<file path="src/rtl/mdio_mgmt_engine.sv">
module mdio_mgmt_engine #(
  parameter int PREAMBLE_BITS = 32,
  parameter int DIV_MIN_LOG2  = 3
) (
  input  logic        clk,
  input  logic        rst_n,
  input  logic        mgmt_en,
  input  logic [1:0]  div_sel,
  input  logic        cmd_wr,
  input  logic [31:0] cmd_wdata,
  output logic [31:0] cmd_rdata,
  output logic        idle,
  output logic        mdc,
  output logic        mdio_o,
  output logic        mdio_oe,
  input  logic        mdio_i
);
  localparam int TOTAL = PREAMBLE_BITS + 32;
  localparam int BW    = $clog2(TOTAL);
  localparam int CW    = DIV_MIN_LOG2 + 2;

  logic          busy, rd_op, in_pre, edge_now, accept;
  logic [1:0]    sel_q;
  logic [CW-1:0] cnt, half_m1;
  logic [BW-1:0] bitn;
  logic [4:0]    fpos;
  logic [31:0]   mreg;

  assign half_m1  = CW'((32'd1 << (DIV_MIN_LOG2 - 1 + int'(sel_q))) - 32'd1);
  assign in_pre   = bitn < BW'(PREAMBLE_BITS);
  assign fpos     = 5'(BW'(TOTAL - 1) - bitn);
  assign edge_now = busy & (cnt == half_m1);
  assign accept   = cmd_wr & mgmt_en & ~busy;

  assign mdio_oe   = busy & (in_pre | ~rd_op | (fpos >= 5'd18));
  assign mdio_o    = mdio_oe & (in_pre | mreg[fpos]);
  assign idle      = ~busy;
  assign cmd_rdata = mreg;

  always_ff @(posedge clk) begin
    if (!rst_n) begin
      busy  <= 1'b0;
      rd_op <= 1'b0;
      sel_q <= '0;
      cnt   <= '0;
      bitn  <= '0;
      mdc   <= 1'b0;
      mreg  <= '0;
    end else if (accept) begin
      mreg  <= cmd_wdata;
      rd_op <= (cmd_wdata[29:28] == 2'b10);
      sel_q <= div_sel;
      busy  <= 1'b1;
      cnt   <= '0;
      bitn  <= '0;
      mdc   <= 1'b0;
    end else if (busy && !mgmt_en) begin
      busy <= 1'b0;
      mdc  <= 1'b0;
    end else if (edge_now) begin
      cnt <= '0;
      mdc <= ~mdc;
      if (!mdc) begin
        if (rd_op && !in_pre && fpos <= 5'd15)
          mreg[fpos] <= mdio_i;
      end else if (bitn == BW'(TOTAL - 1)) begin
        busy <= 1'b0;
      end else begin
        bitn <= bitn + 1'b1;
      end
    end else if (busy) begin
      cnt <= cnt + 1'b1;
    end
  end
endmodule

</file>
<file path="config.mk">
export PLATFORM = sky130hd
export DESIGN_NAME = mdio_mgmt_engine
export DESIGN_NICKNAME = d
export VERILOG_FILES = /design/src/rtl/mdio_mgmt_engine.sv
export SDC_FILE = /design/constraint.sdc
export NUM_CORES = 1
export LEC_CHECK = 0
export CAP_MARGIN = 5
export CORE_MARGIN = 3
export CORE_UTILIZATION = 35
export DETAILED_ROUTE_END_ITERATION = 10
export DONT_BUFFER_PORTS = 1
export GPL_ROUTABILITY_DRIVEN = 0
export GPL_TIMING_DRIVEN = 0
export RECOVER_POWER = 100
export SKIP_CTS_REPAIR_TIMING = 1
export SLEW_MARGIN = 20
export SYNTH_ARGS = -nofsm -noshare
export SYNTH_HDL_FRONTEND = slang
export SYNTH_SLANG_ARGS = --single-unit
export TNS_END_PERCENT = 5
</file>
<file path="constraint.sdc">
create_clock -name clk -period 1.83 [get_ports clk]
set_input_delay 0.2745 -clock clk [delete_from_list [all_inputs] [get_ports clk]]
set_output_delay 0.2745 -clock clk [all_outputs]
set_load 0.01 [all_outputs]
</file>
# ---- Word level (Yosys, flattened, before mapping)
# Index checks and enable logic that the tools add are counted.
dict set report classes {
  n_reduce_logical 18
  mux 17
  addsub 5
  eq_ne 5
  bitwise 14
  shifts 1
  magnitude_cmp 5
}
# op n
set op_table {}
lappend op_table {{$mux W32} 5}
lappend op_table {{$bwmux W32} 1}
lappend op_table {{$mux W5} 2}
lappend op_table {{$reduce_bool A3 Y1} 3}
lappend op_table {{$reduce_and A4 Y1} 2}
lappend op_table {{$mux W1} 7}
lappend op_table {{$add A6 B1 Y6 const B} 1}
lappend op_table {{$eq A6 B6 Y1 const B} 1}
lappend op_table {{$lt A5 B6 Y1 const B} 1}
lappend op_table {{$lt A6 B6 Y1 const B} 1}
lappend op_table {{$not A1 Y1} 6}
lappend op_table {{$reduce_bool A2 Y1} 3}
lappend op_table {{$add A5 B1 Y5 const B} 1}
lappend op_table {{$and A1 B1 Y1} 5}
lappend op_table {{$bmux W1 S5} 1}
lappend op_table {{$demux W1 S5} 1}
lappend op_table {{$eq A5 B5 Y1} 1}
lappend op_table {{$ge A5 B1 Y1 const B} 1}
lappend op_table {{$ge A5 B5 Y1 const B} 1}
lappend op_table {{$le A5 B4 Y1 const B} 1}
lappend op_table {{$shl A1 B3 Y5 const A} 1}
lappend op_table {{$sub A5 B1 Y5 const B} 1}
lappend op_table {{$sub A5 B5 Y5 const A} 1}
lappend op_table {{$logic_and A1 B1 Y1} 4}
lappend op_table {{10 further kinds} 13}
dict set report totals {
  wordCells 72
  input_bits 39
  regBits 48
  out_inout_bits 36
}

# ---- Longest topological paths before layout
dict set report depth {
  depth_word 11
  depth_mapped 8
  mapped_depth_nobuf 6
}

# ---- Worst setup path after synthesis
# OpenSTA, ideal clock, no wires.
dict set report synth_path {
  kind {flip-flop to output port}
  startpoint {reg bitn[1]}
  endpoint {out mdio_o}
  required_ns 1.556
  arrival_ns 1.597
  n_path_buf 2
  slack_ns -0.041
  stages_incl_launch_ff 7
  cell_sequence {dfxtp_1 > buf_2 > buf_2 > mux2i_1 > o41ai_1 > a21oi_1 > a311oi_1}
}
dict set report synth_via {
  elab_chain_cells 5
  word_cells_on_any_way 10
  classes_between {add/sub: 1; order compare: 2; mux: 2; bitwise: 5}
}
# element line_no
set synth_rtl {}
lappend synth_rtl {{start: declaration} 25} ;# logic [BW-1:0] bitn;
lappend synth_rtl {{start signal: assignment} 69} ;# bitn <= bitn + 1'b1;
lappend synth_rtl {{$sub A5 B5 Y5 or $lt A6 B6 Y1 (tied branches)} {31, 30}}
lappend synth_rtl {{$bmux W1 S5 (tied with other cells)} 36} ;# assign mdio_o = mdio_oe & (in_pre | mreg[fpos]);
lappend synth_rtl {{$mux W1 (implied by the code) or $or A1 B1 Y1 (tied branches)} {36, 35}}
lappend synth_rtl {{$or A1 B1 Y1 or $and A1 B1 Y1 (tied branches)} {36, 35}}
lappend synth_rtl {{$and A1 B1 Y1 (*)} 36}
lappend synth_rtl {{end: declaration} 14} ;# output logic mdio_o,
# Mark *: on every way between the ends. The rest lies on a longest branch, timed or not. The select of a mux whose other input is x is not followed.

# ---- Worst setup path after layout
# Ends and elaborated chain as after synthesis.

==> metrics <==
status finished with violations; failing checks setup timing; Distinct cells, synth 51; area leader, netlist dfxtp_1; area grow syn2layout 11.5%; WP data arrival 1870 ps; Die Footprint 0.00911 mm²; Hold Crit Class primary input to flop; Detail Placement HPWL ~6500 µm; Mapped Cells 350; routed wire length ~8400 µm; Setup CP Type flop to primary output; DR vias roughly 2600; first-pass GRT wire length 13000 µm; async set or reset register ratio after synthesis 0; Placed Cells around 450; Routed Antenna Nets 0; clock buffer count from CTS 5; Fin Clk Skew 5.23 ps; initial antenna violation count 0; Die Y 95.4 µm; leakage power 0.00104 µW; Clock transition at path regs 90 ps; # IOs 75; final setup fails 16; register area share after synthesis 0.343; drt pass-1 iters 4; Fin Hold WS ~100 ps; Final #Nets 401; Crit path required time 1560 ps; RSZ-0062 raised after global routing true; port buffer count 0; critical path launch point type flop; Finished Cell Area 0.00312 mm²; share of cells above drive strength 1 0.120; Synth Cell Area 0.00280 mm²; Post-DP Area 0.00293 mm²; DRC viols 0; slowest cell on the critical path a311oi_2; Syn Nets 394; Final Core Density 0.417; warnings from Yosys 0; Rel. slew slack 0.664; f_max between 0.4 and 0.5 GHz; CTS tree done; Synth Flop Type dfxtp_1; core area 0.00749 mm²; vias in the first global route 2452; pin count of the biggest net entering global routing 15; top cells by area, synth dfxtp_1 (34%), nand2_1 (12%), mux2i_1 (8.2%); Initial Util 0.374; Std-Cell Rows 31; vias per inst 5.69; EDFF count, synth 0; total inserted antenna cells 0; Final Non-Filler Cells between 400 and 500; final period utilization 1.17; Cell Pwr Density 637 mW/mm²; count leader, synth nand2_1; clock root buffer clkbuf_8; final hold vios 0; GRT Overall Usage 0.185; GR Overflow Total 0; Sink Count 48; Final Max Tran Viols 0; Yosys top cell area share 0.343; Crit Path Max Fanout 10; minimum clock period between 2000 and 2500 ps; most frequent cells after synthesis nand2_1 (92), dfxtp_1 (48), mux2i_1 (23); H-tree depth 2; Die X 95.4 µm; Worst-Skew Late Latency 300 ps; Worst Tran Pin Value 505 ps; initial drt markers 158; syn_area_per_cell 8.00 µm²; Max-cap violations 0; Max Buffers Root-to-Sink 2; wire length per cell 18.4 µm; FF+latch count, synth 48; Final Worst Setup Slack -314 ps; Max VDD drop 352 µV; Max stage delay on crit path 410 ps; endpoint type of the worst setup path primary output; crit path cell chain buf_12 -> mux2i_1 -> o32a_1 -> o211ai_1 -> o31ai_1 -> a311oi_2
## layout make-up
cell class                      count  area (µm²)
Fill cell                         752        4360
Timing Repair Buffer                1        7.51
Buffer                             24         144
Clock inverter                      2        10.0
Clock buffer                        6        82.6
Multi-Input combinational cell    270        1760
Inverter                            7        26.3
Tap cell                           99         124
Sequential cell                    48         972
## cells in the final DEF (no fill, tap or decap), types with 3 or more instances in the layout
master    count
nand2_1      92
dfxtp_1      43
mux2i_1      21
a21boi_0     19
a31oi_1      18
clkbuf_1     16
nor2_1       15
o31ai_1      15
nand3_1       8
inv_1         7
o21ai_0       7
clkbuf_8      6
a21oi_1       5
ha_1          5
buf_4         4
a311oi_1      4
nand3b_1      3
mux4_2        3
xnor2_1       3
or4_1         3
a211oi_1      3
dfxtp_2       3
## metrics by stage
stage | power (µW) | setup TNS (ps) | setup WS [ps]
after floorplan | 1280 | 0 | 16.3
after global placement | 1330 | -3910 | -414
after detailed placement | 1330 | -4180 | -429
after CTS | 1990 | -5580 | -777
after global routing | 2060 | -4340 | -361
final | 1990 | -1290 | -314
## cells by family after synthesis
family,share of synthesized area
multiplexers,0.110
buffers and inverters,0.0447
AND/OR/NAND/NOR,0.227
flip-flops,0.343
XOR/XNOR,0.0156
adder cells (fa/ha/maj),0.0223
AO/OA/AOI/OAI,0.237
## final timing paths
check | end | slack (ps) | cells past startpoint | from
max | mdio_o | -310 | 6 | bitn[1]
min reg2reg | cnt[1] | 490 | 2 | cnt[1]
min | sel_q[0] | 100 | 2 | div_sel[0]
max reg2reg | bitn[3] | -250 | 5 | cnt[2]
## flip-flops by register name, summed over array words and instances, names as in the netlist
register   count
bitn           6
cmd_rdata     32
cnt            5
mdc            1
sel_q          2
rd_op          1
busy           1
## power by group
part	switching, µW	total (µW)	internal [µW]
Clock	374	677	303
Combinational	123	194	71.6
Sequential	44.8	1120	1070
## layer usage
metal / vias to the layer above / share of wire / wire, µm / track usage
met1: 1215 / 0.43 / 3600 / 0.232
li1: 1276 / - / - / -
met3: 17 / 0.066 / 554 / 0.0481
met4: 0 / 0.025 / 208 / 0.0746
met2: 93 / 0.48 / 4060 / 0.302
met5: - / 0 / 0 / 0
## worst max-delay path: cells and delay by family, from the launching register on
| family | cells | cell delay (ps) |
|---|---|---|
| AO/OA/AOI/OAI | 4 | 910 |
| flip-flops | 1 | 370 |
| buffers and inverters | 1 | 150 |
| multiplexers | 1 | 130 |
(Power assumes the default switching activity.)
